==> src/rtl/pbs_pkg.sv <==
// Shared constants and types of the two-wire potentiometer command slave.
// Assumes 8-bit bytes and the fixed instruction-byte field layout below.
package pbs_pkg;
    localparam int BYTE_W    = 8;
    localparam int NUM_CMD   = 9;
    localparam int CMD_IDX_W = 4;
    localparam int PTR_W     = 2;

    // instruction byte fields (the decoder depends on these positions)
    localparam int OPC_LSB = 4;
    localparam int REG_LSB = 2;
    localparam int CHN_LSB = 0;

    localparam logic [3:0] OPC_RD_WIPER   = 4'b1001;
    localparam logic [3:0] OPC_WR_WIPER   = 4'b1010;
    localparam logic [3:0] OPC_RD_DREG    = 4'b1011;
    localparam logic [3:0] OPC_WR_DREG    = 4'b1100;
    localparam logic [3:0] OPC_DREG_TO_W  = 4'b1101;
    localparam logic [3:0] OPC_W_TO_DREG  = 4'b1110;
    localparam logic [3:0] OPC_ALL_D_TO_W = 4'b0001;
    localparam logic [3:0] OPC_ALL_W_TO_D = 4'b1000;
    localparam logic [3:0] OPC_STEP       = 4'b0010;

    typedef enum logic [2:0] {
        ST_IDLE, ST_RX, ST_ACK, ST_TX, ST_TXACK, ST_STEP
    } bus_state_e;

    typedef enum logic [1:0] {
        PH_ID, PH_INSTR, PH_DATA
    } byte_phase_e;

    typedef struct packed {
        logic                 known;
        logic                 has_data;
        logic                 is_read;
        logic                 is_step;
        logic [CMD_IDX_W-1:0] idx;
    } cmd_info_t;
endpackage

==> src/rtl/pbs_sync_edge.sv <==
// Bus line synchronizer and condition detector.
// Brings SCL and SDA into the clk domain through SYNC_STAGES flops (>= 2),
// then flags SCL edges and START/STOP. Assumes each bus phase lasts several
// clk cycles, so no glitch filtering beyond the synchronizer is done.
module pbs_sync_edge #(
    parameter int SYNC_STAGES = 2
) (
    input  logic clk,
    input  logic rst_n,
    input  logic scl_i,
    input  logic sda_i,
    output logic sda_s,
    output logic scl_rise,
    output logic scl_fall,
    output logic start_det,
    output logic stop_det
);
    logic [SYNC_STAGES-1:0] scl_pipe, sda_pipe;
    logic scl_s, scl_q, sda_q;

    // shift raw lines through the synchronizer and keep one delayed copy
    always_ff @(posedge clk) begin
        if (!rst_n) begin
            scl_pipe <= '1;
            sda_pipe <= '1;
            scl_q    <= 1'b1;
            sda_q    <= 1'b1;
        end else begin
            scl_pipe <= {scl_pipe[SYNC_STAGES-2:0], scl_i};
            sda_pipe <= {sda_pipe[SYNC_STAGES-2:0], sda_i};
            scl_q    <= scl_s;
            sda_q    <= sda_s;
        end
    end

    assign scl_s = scl_pipe[SYNC_STAGES-1];
    assign sda_s = sda_pipe[SYNC_STAGES-1];

    // edges and bus conditions from the current and delayed samples
    always_comb begin
        scl_rise  = scl_s & ~scl_q;
        scl_fall  = ~scl_s & scl_q;
        start_det = scl_s & scl_q & sda_q & ~sda_s;
        stop_det  = scl_s & scl_q & ~sda_q & sda_s;
    end
endmodule

==> src/rtl/pbs_cmd_decode.sv <==
// Opcode decoder: maps the 4-bit opcode to a strobe index and frame shape
// (data byte follows, read-back, stepping). Unknown codes give known = 0.
module pbs_cmd_decode
    import pbs_pkg::*;
(
    input  logic [3:0] opcode,
    output cmd_info_t  info
);
    // table lookup of the command attributes
    always_comb begin
        info = '0;
        info.known = 1'b1;
        unique case (opcode)
            OPC_RD_WIPER:   begin info.idx = CMD_IDX_W'(0); info.is_read  = 1'b1; end
            OPC_WR_WIPER:   begin info.idx = CMD_IDX_W'(1); info.has_data = 1'b1; end
            OPC_RD_DREG:    begin info.idx = CMD_IDX_W'(2); info.is_read  = 1'b1; end
            OPC_WR_DREG:    begin info.idx = CMD_IDX_W'(3); info.has_data = 1'b1; end
            OPC_DREG_TO_W:  info.idx = CMD_IDX_W'(4);
            OPC_W_TO_DREG:  info.idx = CMD_IDX_W'(5);
            OPC_ALL_D_TO_W: info.idx = CMD_IDX_W'(6);
            OPC_ALL_W_TO_D: info.idx = CMD_IDX_W'(7);
            OPC_STEP:       begin info.idx = CMD_IDX_W'(8); info.is_step = 1'b1; end
            default:        info.known = 1'b0;
        endcase
    end
endmodule

==> src/rtl/pbs_step_ctl.sv <==
// Stepping unit: while enabled, each complete SCL high pulse produces one
// step pulse whose direction is the SDA level seen at the rising edge.
// The step is committed at the falling edge, so a START or STOP inside
// the high phase (abort) cancels it.
module pbs_step_ctl (
    input  logic clk,
    input  logic rst_n,
    input  logic enable,
    input  logic scl_rise,
    input  logic scl_fall,
    input  logic sda_s,
    input  logic abort,
    output logic step_up_o,
    output logic step_dn_o
);
    logic armed, dir_q;

    // arm on rise, commit on fall, cancel on abort or when disabled
    always_ff @(posedge clk) begin
        if (!rst_n) begin
            armed     <= 1'b0;
            dir_q     <= 1'b0;
            step_up_o <= 1'b0;
            step_dn_o <= 1'b0;
        end else begin
            step_up_o <= 1'b0;
            step_dn_o <= 1'b0;
            if (!enable || abort) begin
                armed <= 1'b0;
            end else if (scl_rise) begin
                armed <= 1'b1;
                dir_q <= sda_s;
            end else if (scl_fall && armed) begin
                armed     <= 1'b0;
                step_up_o <= dir_q;
                step_dn_o <= ~dir_q;
            end
        end
    end

    // a step pulse follows an SCL falling edge
    a_r9_step_on_fall: assert property (@(posedge clk) disable iff (!rst_n)
        (step_up_o || step_dn_o) |-> $past(scl_fall));

    // a bus condition never yields a step in the next cycle
    a_r10_abort_quiet: assert property (@(posedge clk) disable iff (!rst_n)
        abort |=> !(step_up_o || step_dn_o));
endmodule

==> src/rtl/pot_bus_slave.sv <==
// Two-wire bus slave for a quad potentiometer controller.
// Receives ID, instruction and optional data bytes, acknowledges them,
// sends read bytes, issues one-hot command strobes and hands bus clocking
// to the stepping unit. Assumes the bus is much slower than clk, that SDA
// changes only while SCL is low except for START/STOP, and no clock
// stretching or arbitration is needed.
module pot_bus_slave
    import pbs_pkg::*;
#(
    parameter logic [3:0] DEV_TYPE    = 4'b0101,
    parameter int         SYNC_STAGES = 2
) (
    input  logic               clk,
    input  logic               rst_n,
    input  logic               scl_i,
    input  logic               sda_i,
    output logic               sda_low_o,
    input  logic [3:0]         strap_i,
    input  logic               nv_busy_i,
    input  logic [BYTE_W-1:0]  rd_data_i,
    output logic [NUM_CMD-1:0] cmd_strobe_o,
    output logic [PTR_W-1:0]   cmd_reg_o,
    output logic [PTR_W-1:0]   cmd_chan_o,
    output logic [BYTE_W-1:0]  cmd_data_o,
    output logic               step_mode_o,
    output logic               step_up_o,
    output logic               step_dn_o
);
    localparam int CNT_W = $clog2(BYTE_W);
    localparam logic [CNT_W-1:0] LAST_BIT = CNT_W'(BYTE_W - 1);

    logic sda_s, scl_rise, scl_fall, start_det, stop_det;
    bus_state_e  state;
    byte_phase_e phase;
    logic [CNT_W-1:0]  cnt;
    logic [BYTE_W-1:0] rx_sh, tx_sh, next_byte;
    logic [2*PTR_W-1:0] ptr_q;
    logic byte_full, ack_next, m_ack, id_ok;
    cmd_info_t info_now, info_q;

    pbs_sync_edge #(.SYNC_STAGES(SYNC_STAGES)) u_sync (
        .clk(clk), .rst_n(rst_n), .scl_i(scl_i), .sda_i(sda_i),
        .sda_s(sda_s), .scl_rise(scl_rise), .scl_fall(scl_fall),
        .start_det(start_det), .stop_det(stop_det)
    );

    pbs_cmd_decode u_dec (
        .opcode(next_byte[OPC_LSB +: 4]),
        .info(info_now)
    );

    pbs_step_ctl u_step (
        .clk(clk), .rst_n(rst_n), .enable(step_mode_o),
        .scl_rise(scl_rise), .scl_fall(scl_fall), .sda_s(sda_s),
        .abort(start_det | stop_det),
        .step_up_o(step_up_o), .step_dn_o(step_dn_o)
    );

    // byte as it will stand after the current sample, and address match
    assign next_byte   = {rx_sh[BYTE_W-2:0], sda_s};
    assign id_ok       = (next_byte == {DEV_TYPE, strap_i}) && !nv_busy_i;
    assign step_mode_o = (state == ST_STEP);

    // frame sequencer: receive, acknowledge, transmit and command strobes
    always_ff @(posedge clk) begin
        if (!rst_n) begin
            state        <= ST_IDLE;
            phase        <= PH_ID;
            cnt          <= '0;
            rx_sh        <= '0;
            tx_sh        <= '0;
            ptr_q        <= '0;
            byte_full    <= 1'b0;
            ack_next     <= 1'b0;
            m_ack        <= 1'b0;
            info_q       <= '0;
            sda_low_o    <= 1'b0;
            cmd_strobe_o <= '0;
            cmd_reg_o    <= '0;
            cmd_chan_o   <= '0;
            cmd_data_o   <= '0;
        end else begin
            cmd_strobe_o <= '0;
            if (start_det) begin
                state     <= ST_RX;
                phase     <= PH_ID;
                cnt       <= '0;
                byte_full <= 1'b0;
                sda_low_o <= 1'b0;
            end else if (stop_det) begin
                state     <= ST_IDLE;
                byte_full <= 1'b0;
                sda_low_o <= 1'b0;
            end else begin
                unique case (state)
                    ST_RX: begin
                        if (scl_rise) begin
                            rx_sh <= next_byte;
                            cnt   <= cnt + 1'b1;
                            if (cnt == LAST_BIT) begin
                                byte_full <= 1'b1;
                                unique case (phase)
                                    PH_ID: ack_next <= id_ok;
                                    PH_INSTR: begin
                                        ack_next <= info_now.known;
                                        info_q   <= info_now;
                                        ptr_q    <= next_byte[2*PTR_W-1:0];
                                        if (info_now.known && !info_now.has_data) begin
                                            cmd_strobe_o <= NUM_CMD'(1) << info_now.idx;
                                            cmd_reg_o    <= next_byte[REG_LSB +: PTR_W];
                                            cmd_chan_o   <= next_byte[CHN_LSB +: PTR_W];
                                        end
                                    end
                                    default: begin
                                        ack_next     <= 1'b1;
                                        cmd_strobe_o <= NUM_CMD'(1) << info_q.idx;
                                        cmd_reg_o    <= ptr_q[REG_LSB +: PTR_W];
                                        cmd_chan_o   <= ptr_q[CHN_LSB +: PTR_W];
                                        cmd_data_o   <= next_byte;
                                    end
                                endcase
                            end
                        end else if (scl_fall && byte_full) begin
                            byte_full <= 1'b0;
                            if (ack_next) begin
                                sda_low_o <= 1'b1;
                                state     <= ST_ACK;
                            end else begin
                                state <= ST_IDLE;
                            end
                        end
                    end
                    ST_ACK: begin
                        if (scl_fall) begin
                            sda_low_o <= 1'b0;
                            unique case (phase)
                                PH_ID: begin
                                    phase <= PH_INSTR;
                                    state <= ST_RX;
                                end
                                PH_INSTR: begin
                                    if (info_q.known && info_q.has_data) begin
                                        phase <= PH_DATA;
                                        state <= ST_RX;
                                    end else if (info_q.is_read) begin
                                        tx_sh     <= rd_data_i;
                                        sda_low_o <= ~rd_data_i[BYTE_W-1];
                                        cnt       <= '0;
                                        state     <= ST_TX;
                                    end else if (info_q.is_step) begin
                                        state <= ST_STEP;
                                    end else begin
                                        state <= ST_IDLE;
                                    end
                                end
                                default: state <= ST_IDLE;
                            endcase
                        end
                    end
                    ST_TX: begin
                        if (scl_fall) begin
                            if (cnt == LAST_BIT) begin
                                sda_low_o <= 1'b0;
                                cnt       <= '0;
                                state     <= ST_TXACK;
                            end else begin
                                cnt       <= cnt + 1'b1;
                                tx_sh     <= tx_sh << 1;
                                sda_low_o <= ~tx_sh[BYTE_W-2];
                            end
                        end
                    end
                    ST_TXACK: begin
                        if (scl_rise) begin
                            m_ack <= ~sda_s;
                        end else if (scl_fall) begin
                            if (m_ack) begin
                                tx_sh     <= rd_data_i;
                                sda_low_o <= ~rd_data_i[BYTE_W-1];
                                state     <= ST_TX;
                            end else begin
                                state <= ST_IDLE;
                            end
                        end
                    end
                    default: ;
                endcase
            end
        end
    end

    // never more than one command strobe at a time
    a_r5_onehot_strobe: assert property (@(posedge clk) disable iff (!rst_n)
        $onehot0(cmd_strobe_o));

    // a STOP releases the data line and leaves stepping mode
    a_r10_stop_release: assert property (@(posedge clk) disable iff (!rst_n)
        stop_det |=> (!sda_low_o && !step_mode_o));

    // a START releases the data line and leaves stepping mode
    a_r11_start_release: assert property (@(posedge clk) disable iff (!rst_n)
        start_det |=> (!sda_low_o && !step_mode_o));

    // while sending, the driven bit changes only after SCL falls
    a_r8_tx_after_fall: assert property (@(posedge clk) disable iff (!rst_n)
        (state == ST_TX && $past(state) == ST_TX && sda_low_o != $past(sda_low_o))
        |-> $past(scl_fall));
endmodule

==> config.mk <==
export PLATFORM = sky130hd
export DESIGN_NAME = pot_bus_slave
export DESIGN_NICKNAME = d
export VERILOG_FILES = /design/src/rtl/pbs_pkg.sv /design/src/rtl/pbs_sync_edge.sv /design/src/rtl/pbs_cmd_decode.sv /design/src/rtl/pbs_step_ctl.sv /design/src/rtl/pot_bus_slave.sv
export SDC_FILE = /design/constraint.sdc
export NUM_CORES = 1
export LEC_CHECK = 0
export ABC_AREA = 1
export BUFFER_PORTS_ARGS = -buffer_cell sky130_fd_sc_hd__buf_4
export CAP_MARGIN = 20
export CORE_MARGIN = 2
export CORE_UTILIZATION = 58
export DETAILED_ROUTE_END_ITERATION = 16
export PLACE_DENSITY = 0.89
export SETUP_SLACK_MARGIN = 0.02
export SYNTH_ARGS = -nofsm -noshare
export SYNTH_HDL_FRONTEND = slang
export SYNTH_SLANG_ARGS = --single-unit
==> constraint.sdc <==
create_clock -name clk -period 3.7 [get_ports clk]
set_clock_uncertainty 0.2 [all_clocks]
set_input_delay 0.74 -clock clk [delete_from_list [all_inputs] [get_ports clk]]
set_output_delay 0.74 -clock clk [all_outputs]
set_load 0.03 [all_outputs]
==> results of run 1 <==
[sequential cells by signal, summed over array words and instances (netlist names), 3 cells and up]
signal,count
cmd_strobe_o,9
cmd_data_o,8
info_q,8
rx_sh,7
tx_sh,7
ptr_q,4
cnt,3
state,3
[cells in the final DEF, fill, tap and decap left out, types with 3 or more instances in the layout]
master | synthesis | final
a211oi_2 | 3 | 3
a21oi_1 | 33 | 33
buf_4 | 2 | 41
clkbuf_8 | 0 | 10
clkinv_2 | 1 | 3
dfxtp_1 | 69 | 69
inv_1 | 57 | 57
inv_2 | 4 | 4
nand2_1 | 110 | 110
nand2_2 | 3 | 3
nand3_1 | 19 | 19
nand4_1 | 11 | 11
nor2_1 | 68 | 68
nor2_2 | 5 | 5
nor2_4 | 6 | 6
o21ai_0 | 37 | 37
o21ai_1 | 7 | 7
o22ai_1 | 4 | 4
or2_2 | 5 | 5
[power by group]
group | switching, mW | internal [mW] | total (mW)
clock network | 0.285 | 0.396 | 0.682
registers | 0.00882 | 0.749 | 0.758
logic | 0.0523 | 0.0334 | 0.0857
total | 0.347 | 1.18 | 1.53
[kinds of logic (layout without fill, tap and decap cells)]
| kind of cell | after synthesis | after routing | share of synthesized area |
|---|---|---|---|
| AND/OR/NAND/NOR | 238 | 238 | 0.327 |
| flip-flops | 69 | 69 | 0.417 |
| AO/OA/AOI/OAI | 90 | 90 | 0.150 |
| adder cells (fa/ha/maj) | 2 | 2 | 0.00756 |
| buffers and inverters | 77 | 120 | 0.0986 |
[worst max path at each step]
stage	start	to	slack (ns)
after floorplan	rst_n	u_sync.sda_pipe[1]$_SDFF_PN1_	1.77
after global placement	rst_n	u_step.armed$_SDFFE_PP0P_	1.48
after detailed placement	rst_n	u_step.armed$_SDFFE_PP0P_	1.44
after CTS	state[0]$_SDFFE_PN0P_	step_mode_o	1.42
after global routing	state[0]$_SDFFE_PN0P_	step_mode_o	1.34
final	state[0]$_SDFFE_PN0P_	step_mode_o	1.42
[worst register-to-register path: cells and delay by family (launching register included)]
family	cells	cell delay, ns
flops	1	0.53
buf+inv	1	0.16
simple gates	4	0.93
compound gates	2	0.27
[cell usage after synthesis]
cell / instances / share of area
nand3_2: 2 / 0.0060
o32ai_1: 2 / 0.0053
o31ai_1: 1 / 0.0023
nand3_4: 1 / 0.0053
o211a_1: 1 / 0.0030
a21oi_1: 33 / 0.050
inv_1: 57 / 0.065
nor2_1: 68 / 0.077
nand4_1: 11 / 0.021
nor2_2: 5 / 0.0094
a31oi_1: 2 / 0.0038
nand3b_1: 2 / 0.0045
o21ai_0: 37 / 0.056
nor4_1: 1 / 0.0019
o21ai_1: 7 / 0.011
buf_4: 2 / 0.0045
nand3_1: 19 / 0.029
buf_2: 3 / 0.0045
clkinv_2: 1 / 0.0015
a211oi_2: 3 / 0.011
nor3_2: 1 / 0.0030
nor2_4: 6 / 0.020
nand2_1: 110 / 0.12
inv_4: 1 / 0.0019
nor3_1: 2 / 0.0030
nand2_2: 3 / 0.0057
nand2_4: 2 / 0.0068
ha_1: 2 / 0.0076
or2_2: 5 / 0.0094
o22ai_1: 4 / 0.0076
inv_2: 4 / 0.0045
clkbuf_1: 6 / 0.0068
dfxtp_1: 69 / 0.42
buf_6: 3 / 0.010
[per-stage QoR]
stage	total power [mW]	cells	hold slack, ns	setup WS (ns)
2_1_floorplan	0.836	476	0.193	1.77
4_1_cts	1.53	591	0.226	1.42
3_3_place_gp	0.859	575	0.196	1.48
3_5_place_dp	0.860	575	0.207	1.44
5_1_grt	1.58	591	0.233	1.34
6_report	1.53	591	0.222	1.42
[cell type report]
cell class                      count  area (µm²)  area share
Clock buffer                       10         138      0.0358
Clock inverter                      6        86.3      0.0224
Sequential cell                    69        1380       0.359
Multi-Input combinational cell    330        1600       0.417
Tap cell                           72        90.1      0.0234
Inverter                           63         240      0.0625
Timing Repair Buffer               41         308      0.0800
[layer usage]
metal / share of wire / vias to the layer above
met5: 0 / -
met4: 0.025 / 0
li1: - / 1609
met1: 0.43 / 1418
met3: 0.053 / 18
met2: 0.49 / 112
==> reports/qor.yml, run 1 <==
sta:
  finalMaxSlewViolations: 0
  rsz0062_at_grt: "false"
  finalSetupViolCount: 0
  max_freq_mhz: 439
  finalHoldViolations: 0
  tns_ns: 0
  worstMarginPinSlew_ns: 0.559
  finalCritPeriodShare: 0.615
  max_slew_margin: 0.627
  fin_crit_ns: 2.28
drt:
  wl_um: 7480
  first_iter_violations: 191
  first_pass_iters: 5
  wl_per_cell_um: 12.7
  drc: 0
  vias: 3157
  ant_nets: 0
  via_per_inst: 5.34
global_routing:
  grt_use_total: 0.257
  grt_max_degree: 37
  grt_pass1_vias: 2851
  use_met1: 0.323
  use_met2: 0.433
  gr-total-overflow: 0
  busiest_layer: "met2"
  grt_pass1_wl_um: 12700
  antenna_found_initial: 0
  use_met3: 0.0452
finish:
  utilization: 0.698
  stdcell_area_mm2: 0.00385
  antenna_cells: 0
  drive_above_1_share: 0.175
  area_delta_synth_final_pct: 16.2
  fillers: 476
  nNetsFinal: 533
setup_path:
  setup.worst_path.start_class: "flip-flop"
  reg2reg_depth: 7
  required_ns: 2.76
  crit_path_top_delay_cell: "dfxtp_1"
  worst_path_largest_cell_delay_ns: 0.53
  endpoint_kind: "output port"
  rr_endpoint: "info_q[1]$_SDFFE_PN0P_"
  critical_path_arrival_ns: 1.34
  cpLargestDelayFamily: "flip-flops"
  crit_type: "reg2out"
  crit_buf_inv: 2
  cp_num_cells: 3
  worstReg2RegStart: "state[0]$_SDFFE_PN0P_"
  ff2ff_setup_slack_ns: 1.50
  critPathMaxFanout: 8
  crit_chain: "nand3_1, inv_1, buf_4"
pwr:
  p_leak_nw: 1.80
  irDropWorstVdd_mv: 0.251
  power_density_mw_per_mm2: 397
floorplan:
  core_mm2: 0.00551
  initial_utilization: 0.601
  dieArea_mm2: 0.00633
  num_rows: 27
  die_h_um: 79.6
  io_pins: 42
  die_x_um: 79.6
clocking:
  cts_buffers: 9
  clk_pin_slew_ns: 0.07
  cts_hold_buffers: 0
  cts_sinks: 69
  cts-root-buf: "clkbuf_8"
  cts_resized: 0
  cts_tree: "done"
  post_cts_buffers: 0
  clk_latency_ns: 0.35
  htreeDepth: 3
  clockBufferDepth: 2
placement:
  port_buffers: 41
  dpl_cell_area_mm2: 0.00362
  gp_congestion: 0.915
  dp_hpwl_um: 5370
synth:
  synthDistinctLibCells: 34
  yosysWarnings: 0
  yosysSeqAreaShare: 0.417
  syn-mean-instance-area_um2: 6.96
  syn_area_mm2: 0.00331
  syn_inst: 476
  synth.ff_latch_count: 69
  synthesis.nets: 495
hold_path:
  worstHoldStart: "u_sync.scl_pipe[0]$_SDFF_PN1_"
  worstHoldPathCells: 1
  hp-class: "reg2reg"
  hold_end: "u_sync.scl_pipe[1]$_SDFF_PN1_"
outcome:
  status: "finished clean"
run:
  cap_violations: 0
Note: power is estimated with default switching activity, not from simulation.
==> inputs of run 2 (changes only) <==
--- a/config.mk
+++ b/config.mk
@@ -5,13 +5,13 @@
 export SDC_FILE = /design/constraint.sdc
 export NUM_CORES = 1
 export LEC_CHECK = 0
-export ABC_AREA = 1
+export ABC_AREA = 0
 export BUFFER_PORTS_ARGS = -buffer_cell sky130_fd_sc_hd__buf_4
 export CAP_MARGIN = 20
 export CORE_MARGIN = 2
-export CORE_UTILIZATION = 58
+export CORE_UTILIZATION = 57
 export DETAILED_ROUTE_END_ITERATION = 16
-export PLACE_DENSITY = 0.89
+export PLACE_DENSITY = 0.88
 export SETUP_SLACK_MARGIN = 0.02
 export SYNTH_ARGS = -nofsm -noshare
 export SYNTH_HDL_FRONTEND = slang
==> constraint.sdc (replaced) <==
create_clock -name clk -period 2.2 [get_ports clk]
set_clock_uncertainty 0.2 [all_clocks]
set_input_delay 0.44 -clock clk [delete_from_list [all_inputs] [get_ports clk]]
set_output_delay 0.44 -clock clk [all_outputs]
set_load 0.03 [all_outputs]
==> run 2 against run 1 <==
  * Critical path depth rose by 1
  * Area after synthesis down 0.42%
  * Cell area grew 2.2%
  * Combinational power is 15% higher
  * Core utilization grew 1.1 points
  * Sequential share of layout area shrank 0.73 points
  * Via count shrank 1.3%
  * Final cell count decreased by 14%
  * Die area grew 1.3%
  * Non-clock buffer count grew 20
  * Critical endpoint is now state[2]$_SDFFE_PP0P_
==> reports/qor.yml, run 2 <==
synth:
  syn_inst: 384  # -19%
  yosysWarnings: 0  # unchanged
  synth_flop_cell: "dfxtp_1"
  ys_async_sr_fraction: 0  # unchanged
  syn-mean-instance-area_um2: 8.59  # +23%
  synth_top_area_share: 0.419  # +0.00174
  syn_area_mm2: 0.00330  # -0.42%
  yosysMostFrequentCell: "dfxtp_1"
  synth.ff_latch_count: 69  # unchanged
  synthDistinctLibCells: 59  # +74%
  yosys.area.top_type: "dfxtp_1"
  synth_commonest_cells: "69 x dfxtp_1, 43 x a21oi_1, 36 x nand2_1"
  synth-edff-count: 0  # unchanged
  synthesis.nets: 403  # -19%
  synthTopCellsByArea: "dfxtp_1 42%, a21oi_1 6.5%, nand2_1 4.1%, mux2i_1 3.6%, nor2_1 2.6%"
  yosysSeqAreaShare: 0.419  # +0.00174
global_routing:
  use_met3: 0.0506  # +0.00531
  grt_pass1_wl_um: 13800  # +8.4%
  busiest_layer: "met2"
  use_met1: 0.378  # +0.0549
  gr-total-overflow: 0  # unchanged
  antenna_found_initial: 0  # unchanged
  use_met2: 0.432  # -0.00111
  grt_use_total: 0.279  # +0.0222
  grt_pass1_vias: 2797  # -1.9%
  grt_max_degree: 25  # -32%
clocking:
  clk_latency_ns: 0.36  # about the same
  cts-root-buf: "clkbuf_8"
  cts_buffers: 9  # unchanged
  cts_hold_buffers: 0  # unchanged
  cts_tree: "done"
  cts_sinks: 69  # unchanged
  clk_pin_slew_ns: 0.08  # about the same
  clockBufferDepth: 2  # unchanged
  post_cts_buffers: 0  # unchanged
  htreeDepth: 3  # unchanged
placement:
  gp_congestion: 0.876  # -4.2%
  port_buffers: 41  # unchanged
  dp_hpwl_um: 5680  # +5.8%
setup_path:
  crit_type: "reg2reg"
  endpoint_kind: "flip-flop"
  setup.worst_path.start_class: "flip-flop"
  critical_path_arrival_ns: 2.11  # +0.77 ns
  critPathMaxFanout: 9  # +1
  reg2reg_depth: 4  # -3
  required_ns: 2.29  # -0.47 ns
floorplan:
  io_pins: 42  # unchanged
  dieArea_mm2: 0.00641  # +1.3%
  num_rows: 27  # unchanged
  core_mm2: 0.00554  # +0.61%
  die_h_um: 80.1  # +0.63%
  initial_utilization: 0.595  # -0.00615
  die_x_um: 80.1  # +0.63%
drt:
  wl_um: 8220  # +9.9%
  wl_per_cell_um: 16.2  # +28%
  drc: 0  # unchanged
  via_per_inst: 6.12  # +15%
  ant_nets: 0  # unchanged
  first_pass_iters: 5  # unchanged
  first_iter_violations: 235  # +23%
  vias: 3115  # -1.3%
hold_path:
  worstHoldPathCells: 2  # +1
  hp-class: "in2reg"
pwr:
  irDropWorstVdd_mv: 0.527  # +110%
  power_density_mw_per_mm2: 634  # +60%
  p_total_mw: 2.49  # +63%
  p_leak_nw: 1.56  # -13%
sta:
  worstMarginPinSlew_ns: 0.662  # +0.103 ns
  finalMaxSlewViolations: 0  # unchanged
  max_freq_mhz: 495
  max_slew_margin: 0.556  # -0.0712
  finalHoldViolations: 0  # unchanged
  tns_ns: 0  # unchanged
  finalCritPeriodShare: 0.918
  rsz0062_at_grt: "false"
  fin_crit_ns: 2.02
  finalSetupViolCount: 0  # unchanged
finish:
  antenna_cells: 0  # unchanged
  drive_above_1_share: 0.217  # +0.0421
  nNetsFinal: 451  # -15%
  regMostFlops: "cmd_strobe_o"
  largest_register_ff_count: 9  # unchanged
  utilization: 0.709  # +0.0109
  final_common_cell: "dfxtp_1"
  area_delta_synth_final_pct: 19.2
  final_cell_mix: "68 x dfxtp_1, 61 x buf_4, 43 x a21oi_1"
  largest_registers: "cmd_strobe_o x9, cmd_data_o x8, info_q x8"
run:
  cap_violations: 0  # unchanged
outcome:
  status: "finished clean"
[run 2: cell count changes in the layout (fill, tap and decap cells not counted), moves of 7 or more]
cell      delta
nand2_1     -74
nor4_1       +8
inv_1       -47
o21ai_0     -30
nand2b_1     +9
a21oi_1     +10
mux2i_1     +12
nor3_1      +14
buf_4       +20
a31oi_1     +10
nor2b_1      +7
xor2_1       +7
nor2_1      -45
[run 2: layer usage]
metal  share of wire  vias up
met5               0        -
met4           0.019        0
met3           0.058       15
met2            0.48      123
met1            0.44     1473
li1                -     1504
[run 2: path summary, 6_finish.rpt]
kind	from	slack [ns]	to
setup / recovery	u_sync.scl_q$_SDFF_PN1_	0.18	state[2]$_SDFFE_PP0P_
hold / removal	scl_i	0.06	u_sync.scl_pipe[0]$_SDFF_PN1_
setup reg to reg	u_sync.scl_q$_SDFF_PN1_	0.18	state[2]$_SDFFE_PP0P_
hold reg to reg	u_sync.scl_pipe[0]$_SDFF_PN1_	0.21	u_sync.scl_pipe[1]$_SDFF_PN1_
[run 2: layout make-up]
cell class / count / area [µm²]
fill: 453 / 1610
clock inverter: 6 / 86.3
sequential: 69 / 1380
inverter: 10 / 37.5
clock buffer: 10 / 128
multi-input combinational: 281 / 1750
tap: 72 / 90.1
timing repair buffer: 61 / 458
[run 2: power breakdown]
| group | internal [mW] | leakage [nW] | switching, mW |
|---|---|---|---|
| sequential | 1.25 | 0.557 | 0.00876 |
| clock | 0.638 | 0.107 | 0.494 |
| combinational | 0.0450 | 0.901 | 0.0532 |
[run 2: repair_timing]
item / in CTS / in global routing
cloned: 0 / 0
gates resized for setup: 1 / 2
endpoints found under the setup margin: 1 / 4
pin swaps: 0 / 0
[run 2: metrics by stage]
step	hold WS [ns]	instances	setup WS (ns)	cell area, µm²
floorplan	0.186	384	0.297	3300
global placement	0.191	493	0.228	3710
detailed placement	0.201	493	0.183	3710
CTS	0.0597	509	0.122	3920
global route	0.0570	509	0.0516	3930
finish	0.0638	509	0.181	3930
[run 2: worst max-delay path, cell delays in order, from the launching register on]
cell      delay [ns]
dfxtp_1         0.54
nand2b_4        0.15
o32a_1          0.42
or4_1           0.52
a21oi_1         0.13
[run 2: logic make-up after synthesis]
logic type / count (synthesis) / share of synthesized area
flip-flops: 69 / 0.419
AO/OA/AOI/OAI: 95 / 0.180
adder cells (fa/ha/maj): 2 / 0.00759
AND/OR/NAND/NOR: 158 / 0.263
XOR/XNOR: 8 / 0.0213
buffers and inverters: 34 / 0.0528
multiplexers: 18 / 0.0569
==> inputs of run 3 (changes only) <==
--- a/config.mk
+++ b/config.mk
@@ -11,6 +11,7 @@
 export CORE_MARGIN = 2
 export CORE_UTILIZATION = 57
 export DETAILED_ROUTE_END_ITERATION = 16
+export GPL_TIMING_DRIVEN = 0
 export PLACE_DENSITY = 0.88
 export SETUP_SLACK_MARGIN = 0.02
 export SYNTH_ARGS = -nofsm -noshare
==> run 3 against run 2 <==
  * Sequential share of layout area shrank 0.21 points
  * Non-clock buffer count rose by 3
  * Combinational power is 9% higher
  * Critical path depth increased by 3
  * Worst setup slack worse by 0.050 ns
  * First-iteration DRC count grew 20%
  * Clock-buffer cell count rose by 4
  * Global-route usage is 0.94 points lower
  * Register-to-register slack worse by 0.05 ns
  * Routed wire length grew 0.99%
  * Largest power group unchanged
==> reports/qor.yml, run 3 (synthesized netlist as in run 2, its figures left out) <==
outcome:
  status: "finished clean"
pwr:
  switching_power_mw: 0.548  # -1.5%
  seqPwrFrac: 0.504  # -0.003
  p_sw_frac: 0.219  # -0.00384
  irDropWorstVdd_mv: 0.466  # -12%
  p_clk_frac: 0.453  # about the same
  power_density_mw_per_mm2: 632  # -0.45%
  combPwrFrac: 0.043  # +0.004
  p_leak_nw: 1.55  # -1.2%
  p_total_mw: 2.50  # +0.25%
  p_int_mw: 1.95  # +0.74%
floorplan:
  die_h_um: 80.1  # unchanged
  dieArea_mm2: 0.00641  # unchanged
  num_rows: 27  # unchanged
  die_x_um: 80.1  # unchanged
  initial_utilization: 0.595  # unchanged
  core_mm2: 0.00554  # unchanged
  io_pins: 42  # unchanged
sta:
  rsz0062_at_grt: "false"
  tns_ns: 0  # unchanged
  max_freq_mhz: 483  # -2.4%
  finalCritPeriodShare: 0.941  # +0.0229
  fin_crit_ns: 2.07  # +0.0503 ns
  finalSetupViolCount: 0  # unchanged
  finalHoldViolations: 0  # unchanged
  finalMaxSlewViolations: 0  # unchanged
  worstMarginPinSlew_ns: 0.838  # +0.177 ns
  setup_slack_ns: 0.131  # -0.0503 ns
  max_slew_margin: 0.436  # -0.119
clocking:
  cts_sinks: 69  # unchanged
  cts-root-buf: "clkbuf_8"
  cts_hold_buffers: 0  # unchanged
  clockBufferDepth: 2  # unchanged
  cts_tree: "done"
  clk_latency_ns: 0.35  # about the same
  htreeDepth: 3  # unchanged
  cts_buffers: 9  # unchanged
  clk_pin_slew_ns: 0.08  # about the same
drt:
  drt-met1-wl_um: 3650  # unchanged
  first_iter_violations: 282  # +20%
  first_pass_iters: 6  # +1
  wl_met3_um: 611  # +29%
  wl_per_cell_um: 16.2  # +0.39%
  via_per_inst: 6.21  # +1.4%
  wl_met2_um: 3840  # -2.4%
  drc: 0  # unchanged
  wl_um: 8300  # +0.99%
  ant_nets: 0  # unchanged
  top_layer: "met4"
  vias: 3178  # +2.0%
finish:
  antenna_cells: 0  # unchanged
  largest_registers: "cmd_strobe_o x9, cmd_data_o x8, info_q x8"
  nNetsFinal: 454  # +0.67%
  utilization: 0.714  # +0.00497
  fin_cells: 512  # +0.59%
  regMostFlops: "cmd_strobe_o"
  area_delta_synth_final_pct: 20.0
  drive_above_1_share: 0.209  # -0.00830
  final_common_cell: "dfxtp_1"
  final_cell_mix: "67 x dfxtp_1, 42 x a21oi_1, 41 x buf_4"
  largest_register_ff_count: 9  # unchanged
setup_path:
  crit_buf_inv: 1  # +1
  crit_path_top_delay_cell: "dfxtp_1"
  critical_path_arrival_ns: 2.14  # +0.03 ns
  cpMostUsedCell: "ha_1"
  setup.worst_path.start_class: "flip-flop"
  cpLargestDelayFamily: "simple AND/OR/NAND/NOR gates"
  crit_type: "reg2reg"
  critPathMaxFanout: 10  # +1
  crit_chain: "ha_1, ha_1, and3b_2, and3_1, clkbuf_4, nand3_1, a21oi_1"
  endpoint_kind: "flip-flop"
  worst_path_largest_cell_delay_ns: 0.37  # -0.17 ns
  required_ns: 2.27  # -0.02 ns
placement:
  gp_congestion: 0.957  # +9.3%
  dpl_worst_slack_ns: -0.0946  # -0.278 ns
  port_buffers: 41  # unchanged
  dp_hpwl_um: 5740  # +1.0%
  placed_cells: 497  # +0.81%
global_routing:
  grt_max_degree: 12  # -52%
  grt_use_total: 0.270  # -0.00940
  antenna_found_initial: 0  # unchanged
  gr-total-overflow: 0  # unchanged
  grt_pass1_vias: 2932  # +4.8%
  grt_pass1_wl_um: 13500  # -2.1%
hold_path:
  hp-class: "in2reg"
run:
  cap_violations: 0  # unchanged
[run 3: changes by cell type in the layout (fill, tap and decap cells not counted), moves of 2 or more]
cell and change:
buf_4 -20, clkbuf_1 +14, clkbuf_8 +6, buf_6 +3, nand3_1 -3, nand3_2 +3
clkbuf_4 +2, clkinv_2 -2, nor3b_1 -2, nor3b_2 +2
[run 3: final timing paths]
kind	start	end	slack (ns)	depth (start not counted)
min reg2reg	u_sync.scl_pipe[0]$_SDFF_PN1_	u_sync.scl_pipe[1]$_SDFF_PN1_	0.22	1
max	cnt[0]$_SDFFE_PP0P_	info_q[5]$_SDFFE_PN0P_	0.13	7
max reg2reg	cnt[0]$_SDFFE_PP0P_	info_q[5]$_SDFFE_PN0P_	0.13	7
min	sda_i	u_sync.sda_pipe[0]$_SDFF_PN1_	0.07	2
[run 3: cell type report]
class	instances	area, µm²
clock buffer	14	183
multi-input combinational	281	1780
sequential	69	1380
inverter	10	37.5
buffer	23	139
timing repair buffer	41	308
clock inverter	2	38.8
fill	419	1580
tap	72	90.1
[run 3: per-layer routing]
metal | GRT usage | up-vias
met5 | 0 | -
met4 | 0.124 | 0
met3 | 0.0618 | 25
met2 | 0.432 | 155
met1 | 0.346 | 1488
li1 | - | 1510
[run 3: what timing repair did]
item / CTS / global route
buffers inserted: 0 / 0
gates resized for setup: 4 / 11
setup endpoints to repair: 25 / 44
[run 3: per-stage QoR]
stage	hold slack, ns	instance area [µm²]
after global placement	0.189	3690
after floorplan	0.186	3300
after global routing	0.0758	3960
final	0.0733	3960
after detailed placement	0.202	3690
after CTS	0.0664	3940
[run 3: power by group through the flow]
stage	Sequential, mW	Clock [mW]	Combinational, mW
finish	1.26	1.13	0.107
global route	1.26	1.17	0.115
CTS	1.26	1.12	0.104
detailed placement	1.29	0	0.103
global placement	1.29	0	0.100
floorplan	1.29	0	0.0605
